$ cat config.mk
export PLATFORM = sky130hd
export DESIGN_NAME = fe_sync_mem
export DESIGN_NICKNAME = d
export VERILOG_FILES = /design/src/rtl/fe_pkg.sv /design/src/rtl/fe_word_store.sv /design/src/rtl/fe_pend_table.sv /design/src/rtl/fe_sync_mem.sv
export SDC_FILE = /design/constraint.sdc
export NUM_CORES = 1
export LEC_CHECK = 0
export BUFFER_PORTS_ARGS = -buffer_cell sky130_fd_sc_hd__clkbuf_2
export CAP_MARGIN = 0
export CELL_PAD_IN_SITES_DETAIL_PLACEMENT = 1
export CELL_PAD_IN_SITES_GLOBAL_PLACEMENT = 1
export CORE_MARGIN = 4
export CORE_UTILIZATION = 57
export DETAILED_ROUTE_END_ITERATION = 8
export GPL_TIMING_DRIVEN = 0
export HOLD_SLACK_MARGIN = 0.03
export MAX_ROUTING_LAYER = met4
export PLACE_DENSITY_LB_ADDON = 0.15
export SKIP_LAST_GASP = 1
export SLEW_MARGIN = 20
export SYNTH_ARGS = -nofsm -noshare
export SYNTH_HDL_FRONTEND = slang
export SYNTH_HIERARCHICAL = 1
export SYNTH_SLANG_ARGS = --single-unit
export TNS_END_PERCENT = 10
$ cat constraint.sdc
create_clock -name clk -period 5.2 [get_ports clk]
set_input_delay 0.26 -clock clk [delete_from_list [all_inputs] [get_ports clk]]
set_output_delay 0.26 -clock clk [all_outputs]
set_load 0.05 [all_outputs]
$ cat src/rtl/fe_pkg.sv
package fe_pkg;

    typedef enum logic [1:0] {
        OP_RD  = 2'b00,
        OP_WR  = 2'b01,
        OP_CLR = 2'b10,
        OP_NOP = 2'b11
    } fe_op_e;

    typedef enum logic [1:0] {
        SLOT_FREE = 2'b00,
        SLOT_WAIT = 2'b01,
        SLOT_DONE = 2'b10
    } slot_st_e;

    localparam int DEF_AW   = 4;
    localparam int DEF_DW   = 16;
    localparam int DEF_TW   = 4;
    localparam int DEF_PEND = 4;

endpackage

$ cat src/rtl/fe_word_store.sv
module fe_word_store #(
    parameter int AW = 4,
    parameter int DW = 16,
    localparam int WORDS = 1 << AW
) (
    input  logic             clk,
    input  logic             rst,
    input  logic             wr_en,
    input  logic             clr_en,
    input  logic [AW-1:0]    addr,
    input  logic [DW-1:0]    wdata,
    output logic [DW-1:0]    rdata,
    output logic             rfull,
    output logic [WORDS-1:0] full_vec
);

    logic [DW-1:0]    mem_q [WORDS];
    logic [WORDS-1:0] full_q;

    always_ff @(posedge clk) begin
        if (rst) begin
            full_q <= '0;
            for (int i = 0; i < WORDS; i++) mem_q[i] <= '0;
        end else begin
            if (wr_en) begin
                mem_q[addr]  <= wdata;
                full_q[addr] <= 1'b1;
            end else if (clr_en) begin
                full_q[addr] <= 1'b0;
            end
        end
    end

    assign rdata    = mem_q[addr];
    assign rfull    = full_q[addr];
    assign full_vec = full_q;

endmodule

$ cat src/rtl/fe_pend_table.sv
module fe_pend_table
    import fe_pkg::*;
#(
    parameter int PEND = 4,
    parameter int AW   = 4,
    parameter int DW   = 16,
    parameter int TW   = 4,
    localparam int IW  = (PEND > 1) ? $clog2(PEND) : 1
) (
    input  logic             clk,
    input  logic             rst,
    input  logic             alloc_en,
    input  logic [AW-1:0]    alloc_addr,
    input  logic [TW-1:0]    alloc_tag,
    input  logic             wake_en,
    input  logic [AW-1:0]    wake_addr,
    input  logic [DW-1:0]    wake_data,
    input  logic             drain_en,
    output logic             tbl_full,
    output logic             done_any,
    output logic [TW-1:0]    drain_tag,
    output logic [DW-1:0]    drain_data,
    output logic [PEND-1:0]  wait_vec,
    output logic [PEND-1:0]  done_vec,
    output logic [PEND*AW-1:0] ent_addr
);

    typedef struct packed {
        slot_st_e      st;
        logic [AW-1:0] addr;
        logic [TW-1:0] tag;
        logic [DW-1:0] data;
    } slot_t;

    slot_t         slot_q [PEND];
    logic [IW-1:0] alloc_idx;
    logic [IW-1:0] drain_idx;
    logic [PEND-1:0] free_vec;

    always_comb begin
        alloc_idx = '0;
        drain_idx = '0;
        for (int i = PEND - 1; i >= 0; i--) begin
            if (free_vec[i]) alloc_idx = IW'(i);
            if (done_vec[i]) drain_idx = IW'(i);
        end
    end

    generate
        for (genvar g = 0; g < PEND; g++) begin : g_slot
            assign free_vec[g] = (slot_q[g].st == SLOT_FREE);
            assign wait_vec[g] = (slot_q[g].st == SLOT_WAIT);
            assign done_vec[g] = (slot_q[g].st == SLOT_DONE);
            assign ent_addr[g*AW +: AW] = slot_q[g].addr;

            always_ff @(posedge clk) begin
                if (rst) begin
                    slot_q[g] <= '{st: SLOT_FREE, addr: '0, tag: '0, data: '0};
                end else begin
                    if (drain_en && drain_idx == IW'(g) && done_vec[g])
                        slot_q[g].st <= SLOT_FREE;
                    if (wake_en && wait_vec[g] && slot_q[g].addr == wake_addr) begin
                        slot_q[g].st   <= SLOT_DONE;
                        slot_q[g].data <= wake_data;
                    end
                    if (alloc_en && alloc_idx == IW'(g) && free_vec[g]) begin
                        slot_q[g].st   <= SLOT_WAIT;
                        slot_q[g].addr <= alloc_addr;
                        slot_q[g].tag  <= alloc_tag;
                    end
                end
            end
        end
    endgenerate

    assign tbl_full   = ~|free_vec;
    assign done_any   = |done_vec;
    assign drain_tag  = slot_q[drain_idx].tag;
    assign drain_data = slot_q[drain_idx].data;

endmodule

$ cat src/rtl/fe_sync_mem.sv
module fe_sync_mem
    import fe_pkg::*;
#(
    parameter int AW   = DEF_AW,
    parameter int DW   = DEF_DW,
    parameter int TW   = DEF_TW,
    parameter int PEND = DEF_PEND,
    localparam int WORDS = 1 << AW
) (
    input  logic          clk,
    input  logic          rst,
    input  logic          req_valid,
    output logic          req_ready,
    input  logic [1:0]    req_op,
    input  logic [AW-1:0] req_addr,
    input  logic [DW-1:0] req_data,
    input  logic [TW-1:0] req_tag,
    output logic          rsp_valid,
    output logic [TW-1:0] rsp_tag,
    output logic [DW-1:0] rsp_data,
    output logic          dbl_wr
);

    fe_op_e           op;
    logic             acc, rd_hit, rd_miss, wr_acc, clr_acc;
    logic [DW-1:0]    st_rdata;
    logic             st_rfull;
    logic [WORDS-1:0] full_vec;
    logic             tbl_full, done_any, drain_en;
    logic [TW-1:0]    drain_tag;
    logic [DW-1:0]    drain_data;
    logic [PEND-1:0]  wait_vec, done_vec;
    logic [PEND*AW-1:0] ent_addr;

    assign op        = fe_op_e'(req_op);
    assign req_ready = !(op == OP_RD && tbl_full);
    assign acc       = req_valid && req_ready;
    assign rd_hit    = acc && op == OP_RD && st_rfull;
    assign rd_miss   = acc && op == OP_RD && !st_rfull;
    assign wr_acc    = acc && op == OP_WR;
    assign clr_acc   = acc && op == OP_CLR;
    assign drain_en  = done_any && !rd_hit;

    fe_word_store #(.AW(AW), .DW(DW)) store_i (
        .clk      (clk),
        .rst      (rst),
        .wr_en    (wr_acc),
        .clr_en   (clr_acc),
        .addr     (req_addr),
        .wdata    (req_data),
        .rdata    (st_rdata),
        .rfull    (st_rfull),
        .full_vec (full_vec)
    );

    fe_pend_table #(.PEND(PEND), .AW(AW), .DW(DW), .TW(TW)) table_i (
        .clk        (clk),
        .rst        (rst),
        .alloc_en   (rd_miss),
        .alloc_addr (req_addr),
        .alloc_tag  (req_tag),
        .wake_en    (wr_acc),
        .wake_addr  (req_addr),
        .wake_data  (req_data),
        .drain_en   (drain_en),
        .tbl_full   (tbl_full),
        .done_any   (done_any),
        .drain_tag  (drain_tag),
        .drain_data (drain_data),
        .wait_vec   (wait_vec),
        .done_vec   (done_vec),
        .ent_addr   (ent_addr)
    );

    always_ff @(posedge clk) begin
        if (rst) begin
            rsp_valid <= 1'b0;
            rsp_tag   <= '0;
            rsp_data  <= '0;
            dbl_wr    <= 1'b0;
        end else begin
            rsp_valid <= rd_hit || drain_en;
            if (rd_hit) begin
                rsp_tag  <= req_tag;
                rsp_data <= st_rdata;
            end else if (drain_en) begin
                rsp_tag  <= drain_tag;
                rsp_data <= drain_data;
            end
            dbl_wr <= wr_acc && st_rfull;
        end
    end

endmodule

# Word level (Yosys, flattened, before mapping)
# Memories as Yosys holds them, arrays and structs flattened.
# Index checks and enable logic that the tools add are counted.
[word_totals]
romBits = 0
mem_count = 2
ramBits = 360
reg_bits = 38
inputBits = 29
latchBits = 0
out_inout_bits = 23
[classes]
muxes = 86
n_bitwise = 27
shift = 0
add_sub_neg = 0
n_reduce_logical = 51
eq_ne = 20
magnitude_cmp = 2
n_div = 0
n_mul = 0
[memory_table]
columns = ["memory", "depth", "width", "rd", "rd_clocked_by_memory_dff", "wr", "line", "rtl"]
rows = [
  ["store_i.mem_q", 16, 16, 1, 0, 16, "fe_word_store.sv:17", "logic [DW-1:0] mem_q [WORDS];"],
  ["table_i.slot_q", 4, 26, 5, 0, 4, "fe_pend_table.sv:35", "slot_t slot_q [PEND];"],
]
[ops]
columns = ["cell", "n"]
rows = [
  ["$mux W16", 9],
  ["$mux W1", 44],
  ["$mux W4", 11],
  ["$mux W2", 20],
  ["$logic_and A1 B1 Y1", 34],
  ["$or A1 B1 Y1", 24],
  ["$eq A2 B2 Y1 const B", 9],
  ["$and A16 B16 Y16", 1],
  ["$eq A4 B4 Y1", 4],
  ["$not A16 Y16", 1],
  ["$or A16 B16 Y16", 1],
  ["$reduce_or A16 Y1", 1],
  ["$eq A2 B1 Y1 const B", 7],
  ["$logic_not A2 Y1", 7],
  ["$reduce_or A4 Y1", 2],
  ["$lt A4 B5 Y1 const B", 1],
  ["$bmux W1 S4", 1],
  ["$demux W1 S4", 1],
  ["$ge A4 B1 Y1 const B", 1],
  ["$logic_not A1 Y1", 4],
  ["$reduce_bool A2 Y1", 2],
  ["$logic_or A1 B1 Y1", 1],
]

# Logic depth before layout (Yosys ltp)
# Gate-level depths: netlist of the first run.
# An unclocked memory read counts as a cell.
[depth]
depth_word = 19
ltp_mapped = 13

# Modules after synthesis
# Netlist of the first run, hierarchy kept.
[modules_own_cells]
columns = ["module", "cells_per_inst", "area_per_inst_um2", "instances"]
rows = [
  ["fe_word_store", 812, 12502.0, 1],
  ["fe_pend_table", 369, 4931.0, 1],
  ["fe_sync_mem", 128, 1146.1, 1],
]

# Worst setup path after synthesis of the first run
# OpenSTA, ideal clock, no wires.
[synth_timing]
path_kind = "in2reg"
startpoint = "in req_addr[0]"
endpoint = "mem table_i/slot_q[2][24] in the netlist's numbering, enable pin"
cell_stages = 12
slack_ps = 2443
arrival_time_ps = 2456
setup_time_ps = 301
path_cell_list = "buf_6 > buf_6 > buf_6 > mux4_2 > a22oi_1 > nand2_1 > buf_2 > clkbuf_1 > clkbuf_1 > a21boi_0 > nand3_1 > nand3b_1"
[synth_rtl]
columns = ["item", "line", "rtl"]
rows = [
  ["from (decl)", "fe_sync_mem.sv:15", "input logic [AW-1:0] req_addr,"],
  ["to (decl)", "fe_pend_table.sv:35", ""],
]

==> results of run 1 <==
-- per-layer routing --
layer	track usage, %	vias to the layer above	share of wire, %
li1	-	5004	-
met1	41.43	6082	42
met2	46.35	449	48
met3	4.430	90	7.1
met4	7.510	0	2.5
met5	-	-	0
-- path summary, 6_finish.rpt --
kind / start / end / slack [ns]
max: req_addr[1] / table_i/slot_q[0][17] / 1.31
min: req_tag[1] / rsp_tag[1] / 0.05
max reg2reg: table_i/slot_q[1][25] / table_i/slot_q[0][17] / 1.69
min reg2reg: flop / flop / 0.48
-- per-stage QoR --
| stage | hold slack (ns) | cell area [µm²] | power (mW) | util, % |
|---|---|---|---|---|
| after floorplan | 0.3321 | 18460 | 4.125 | - |
| after CTS | 0.03980 | 20510 | 7.167 | 64.66 |
| final | 0.05474 | 20510 | 7.140 | 64.66 |
| after detailed placement | 0.4684 | 19220 | 4.364 | 60.59 |
| after global placement | 0.4580 | 19220 | 4.337 | 60.59 |
| after global routing | 0.05919 | 20510 | 7.379 | 64.66 |
-- cell type report --
class | instances | area share [%]
repair buffers | 53 | 1.342
multi-input cells | 766 | 30.43
clock buffers | 52 | 5.411
well taps | 402 | 2.453
flip-flops and latches | 398 | 56.42
clock inverters | 21 | 0.7870
plain buffers | 107 | 2.758
inverters | 22 | 0.4027
-- state kept, by name, summed over array words and instances, names as in the netlist, named ones only --
name            flops
rsp_valid           1
store_i/mem_q     256
table_i/slot_q    104
rsp_tag             4
rsp_data           16
dbl_wr              1
-- placed cells by master (no fill, tap or decap), types with 12 or more instances in the layout --
cell type  instances
nand2_1           28
nor2b_1           31
nand2b_1          17
or2_2             16
a221oi_1          20
and2_1           353
buf_6             13
xor2_1            12
mux4_2            68
a311oi_1          20
edfxtp_1         360
dfxtp_1           38
buf_2             35
a22oi_1           73
clkbuf_1          59
inv_1             21
o21ai_1           15
clkbuf_2          54
clkbuf_16         43
-- power by group --
| part | total, mW | switching (mW) | leakage (nW) | internal [mW] |
|---|---|---|---|---|
| registers | 3.69 | 0.0597 | 3.82 | 3.63 |
| clock network | 2.83 | 1.22 | 0.626 | 1.61 |
| logic | 0.616 | 0.410 | 2.99 | 0.206 |
-- worst max-delay path: cells and delay by family --
kind / cells / cell delay (ns)
mux: 1 / 0.39
buf+inv: 6 / 1.89
compound gates: 1 / 0.18
simple gates: 5 / 1.56
==> summary.md, run 1 <==
| Metric | Value |
|---|---|
| Mapped Cells | `around 1300` |
| Tmin final | `3.891 ns` |
| Worst clock skew | `about 0.014 ns` |
| Crit path largest cell delay | `0.48 ns` |
| Drt wl/cell | `~28 µm` |
| Worst-margin pin slew | `1.042 ns` |
| TritonCTS buffer count | `42` |
| Clock Tree Buf Depth | `3` |
| Syn Area/Cell | `around 14 µm²` |
| Worst setup margin | `~1.3 ns` |
| Worst setup EP type | `flop` |
| Hold Crit Depth | `3` |
| Die area | `roughly 0.035 mm²` |
| CP Cell Sequence | `clkbuf_2, buf_2, buf_2, buf_2, mux4_2, a22oi_1, nand2_1, buf_2, clkbuf_1, nor2b_1, nand2b_1, nor3_2, and2_1` |
| Num Clock Sinks | `around 400` |
| DRC marker count from the first detailed-route iteration | `~1200` |
| Largest net degree at the start of global routing | `17` |
| Max_cap viols | `0` |
| Final Non-Filler Cells | `about 1800` |
| 1st-pass router iterations | `8` |
| Syn_nets | `between 1000 and 1500` |
| Setup slack at placement | `around 0.92 ns` |
| RSZ-0062 raised after global routing | `false` |
| Critical path launch point type | `input port` |
| Endpoints failing setup | `0` |
| Initial antenna violation count | `0` |
| Peak VDD IR | `roughly 0.31 mV` |
| Fin nets | `1419` |
| First-pass GRT wire length | `76.45 mm` |
| HPWL after detailed placement | `34.85 mm` |
| Number of antenna diodes | `0` |
| Synth warn | `6` |
| PortBufs | `51` |
| Setup Buffers After CTS | `0` |
| Gr ovfl total | `0` |
| Hold Crit Class | `input port to flop` |
| Placeable core area | `0.03172 mm²` |
| Placed Cells | `about 1700` |
| # IOs | `52` |
| Endpoints failing hold | `0` |
| Slew headroom | `30.51%` |
| Slowest cell on the critical path | `nor3_2` |
| Arr. time, crit path | `about 4.3 ns` |
| TNS Setup | `0 ns` |
| Share of layout cells above drive strength 1 | `18.89%` |
| Initial Utilization | `between 50% and 60%` |
| Storage cell area | `between 0.01 and 0.015 mm²` |
| DR vias | `11625` |
| Chip height | `around 190 µm` |
| Chip width | `roughly 190 µm` |
| Crit path kind | `input port to flop` |
| Worst-path fanout max | `10` |
| DRC Markers | `0` |
| GRT Total Usage | `a little under 30%` |
| FILL cells | `a little under 3000` |
| Mapped cell area | `~0.018 mm²` |
| Clock Latency Late Sink | `0.54 ns` |
| Post-route ant nets | `0` |
| WP data required | `between 5 and 6 ns` |
| Most frequent CP cell | `buf_2` |
| Reg2Reg Depth | `8` |
| Htree depth | `2` |
| Pwr/cell area | `348.2 mW/mm²` |
| Number of vias per cell | `roughly 6.4` |
| Root buffer cell | `clkbuf_16` |
| Global placement routability congestion | `0.8639` |
| Area growth syn-to-layout | `11.10%` |
| Vias in the first global route | `roughly 12000` |
| Fmax | `approximately 260 MHz` |
| CTS tree | `done` |
| CTS resizes | `0` |
| Std-Cell Rows | `between 60 and 70` |
| Total wire length | `50.60 mm` |
| Cts hold-fix bufs | `2` |
| Status | `finished, final reports clean` |
| Leakage | `7.430 nW` |
| Slew Limit Fails | `0` |
| Multi-input gate area | `a little over 0.006 mm²` |
| Clock Pin Slew Worst Setup and Hold Paths | `~0.060 ns` |
| Ratio of final minimum period to clock period | `74.83%` |
Note: power is estimated with default switching activity, not from simulation.
==> run 2: changes to the inputs <==
- ABC_AREA: unset -> 1
- CORE_UTILIZATION: 57 -> 48
- clock period: 5.2 -> 4 ns (I/O delays scaled with it)
==> run 2 against run 1 <==
Net effect:
- hold slack better by 0.0011 ns
- cell count increased by 58%
- worst setup slack worse by 0.38 ns
- design area increased by 6.3%
- area after synthesis increased by 4.7%
- count of clock-buffer cells in the layout rose by 12
- utilization fell by 9.8 points
- non-clock buffer count up 31
- clock power increased by 43%
- clock skew is 0.0048 ns higher
- critical endpoint is now table_i/slot_q[2][24]
- largest cell class unchanged
==> summary.md, run 2 <==
| Metric | Value |
|---|---|
| Status | `finished, final reports clean` |
| Syn Area/Cell | `roughly 8.7 µm²` |
| Placed inst area | `0.02024 mm²` |
| WP data required | `4.32 ns` |
| Root buffer cell | `clkbuf_16` |
| Max FFs per register | `roughly 260` |
| Mapped Cells | `between 2000 and 2500` |
| Global placement routability congestion | `roughly 0.95` |
| Syn_nets | `between 2000 and 2500` |
| Area growth syn-to-layout | `12.76%` |
| Chip height | `around 210 µm` |
| Worst-path fanout max | `10` |
| Placed Cells | `~2800` |
| Gr ovfl total | `0` |
| Worst r2r dst | `table_i/slot_q[3][21]` |
| DRC marker count from the first detailed-route iteration | `1428` |
| Endpoints failing hold | `0` |
| Drt wl/cell | `about 23 µm` |
| Peak VDD IR | `0.3332 mV` |
| TritonCTS buffer count | `45` |
| Final Non-Filler Cells | `2884` |
| Worst-margin pin slew | `roughly 1.0 ns` |
| PortBufs | `51` |
| Slew headroom | `29.99%` |
| RSZ-0062 raised after global routing | `false` |
| Std-Cell Rows | `73` |
| Pwr Total | `approximately 10 mW` |
| TNS Setup | `0 ns` |
| Worst setup EP type | `flop` |
| Initial antenna violation count | `1` |
| Share of layout cells above drive strength 1 | `between 10 and 15%` |
| Largest net degree at the start of global routing | `17` |
| Endpoints failing setup | `0` |
| Mapped cell area | `~0.019 mm²` |
| CTS resizes | `0` |
| Layout Utilization | `a little over half` |
| Clock Tree Buf Depth | `3` |
| Max_cap viols | `0` |
| Htree depth | `2` |
| Total wire length | `roughly 65 mm` |
| HPWL after detailed placement | `around 46 mm` |
| First-pass GRT wire length | `about 97 mm` |
| Worst setup margin | `around 0.93 ns` |
| Hold Crit Class | `input port to flop` |
| DRC Markers | `0` |
| Leakage | `slightly below 10 nW` |
| Clock Pin Slew Worst Setup and Hold Paths | `0.06 ns` |
| # IOs | `52` |
| Initial Utilization | `about half` |
| Synth warn | `6` |
| R2R Setup Slk | `1.18 ns` |
| Ratio of final minimum period to clock period | `76.71%` |
| Critical path launch point type | `input port` |
| Chip width | `~210 µm` |
| Setup Buffers After CTS | `0` |
| Tmin final | `~3.1 ns` |
| 1st-pass router iterations | `5` |
| Top flop regs | `store_i/mem_q: 256 flops, table_i/slot_q: 104 flops, rsp_data: 16 flops` |
| Most common cell after layout, fill and taps aside | `nand2_1` |
| DR vias | `between 15000 and 20000` |
| Final Cell Area | `approximately 0.022 mm²` |
| Hold Crit Depth | `3` |
| Reg2Reg Depth | `13` |
| Reg2reg start | `table_i/slot_q[0][25]` |
| Fin nets | `2351` |
| Crit path kind | `input port to flop` |
| Vias in the first global route | `approximately 16000` |
| Worst clock skew | `~0.019 ns` |
| CTS tree | `done` |
| Clock Latency Late Sink | `slightly below 0.6 ns` |
| Arr. time, crit path | `between 3 and 4 ns` |
| Placeable core area | `roughly 0.040 mm²` |
| Commonest cells after routing, fill and taps aside | `nand2_1 (898), edfxtp_1 (360), nor2_1 (338), nand3_1 (158), inv_1 (146)` |
| GRT Total Usage | `between 30% and 40%` |
| Min-delay src | `req_addr[1]` |
| Num Clock Sinks | `about 400` |
| Setup slack at placement | `0.4258 ns` |
| Hold Path Sink | `table_i/slot_q[0][21]` |
| Slew Limit Fails | `0` |
| Post-route ant nets | `0` |
| Worst hold slack | `between 0.05 and 0.06 ns` |
| Die area | `between 0.04 and 0.05 mm²` |
| Fmax | `between 300 and 400 MHz` |
| Pwr/cell area | `roughly 450 mW/mm²` |
| Reg with most FFs | `store_i/mem_q` |
| Number of vias per cell | `about 5.5` |
## run 2: changes by cell type in the layout (fill, tap and decap cells not counted), sizes merged, moves of 20 or more
cell,previous run,this run
a221oi,20,0
a22oi,73,0
a311oi,20,0
and2,353,0
buf,54,91
inv,24,159
mux4,68,0
nand2,28,899
nand3,3,175
nand4,4,26
nor2,12,385
nor2b,33,0
## run 2: timing repair
action                                 in CTS  in global routing
endpoints found under the hold margin      28                  0
hold buffers                               11                  0
setup endpoints to repair                   0                  0
## run 2: final cells by class
class                      count  area [µm²]
fill                        4700       17940
sequential                   398       11570
multi-input combinational   1527        6467
clock buffer                  64        1290
buffer                       129       693.2
tap                          525       656.9
inverter                     159       596.8
timing repair buffer          62       365.4
clock inverter                19       151.4
antenna                        1       2.502
## run 2: worst max path at each step
stage | startpoint | endpoint | slack (ns) | depth (start not counted)
3_3_place_gp | req_addr[0] | table_i/slot_q[2][24] | 0.47 | 17
3_5_place_dp | req_addr[0] | table_i/slot_q[2][24] | 0.43 | 18
2_1_floorplan | req_addr[1] | table_i/slot_q[2][24] | 1.61 | 16
4_1_cts | req_addr[0] | table_i/slot_q[2][24] | 1.04 | 18
5_1_grt | req_addr[0] | table_i/slot_q[2][24] | 0.69 | 18
6_report | req_addr[0] | table_i/slot_q[2][24] | 0.93 | 18
## run 2: power by group
group	internal (mW)	switching, mW	leakage [nW]
clock	2.37	1.68	0.708
combinational	0.232	0.820	5.28
sequential	4.73	0.0697	3.82
## run 2: worst max-delay path, stage by stage
cell      delay (ns)
clkbuf_2        0.22
inv_2           0.12
buf_2           0.33
buf_2           0.40
nand2_1         0.10
nand2_1         0.08
nand2_1         0.05
nand2_1         0.09
nand2_1         0.09
nand2_1         0.09
inv_1           0.04
nand2_1         0.19
clkbuf_1        0.38
nor2_1          0.09
clkbuf_1        0.19
nand3_1         0.12
nand2_1         0.28
nand3b_1        0.32
## run 2: routing by layer
metal,GRT usage [%],wire length (µm)
met4,9.788,2003
met1,40.43,27270
met3,4.984,4782
met5,-,0
met2,48.24,30840
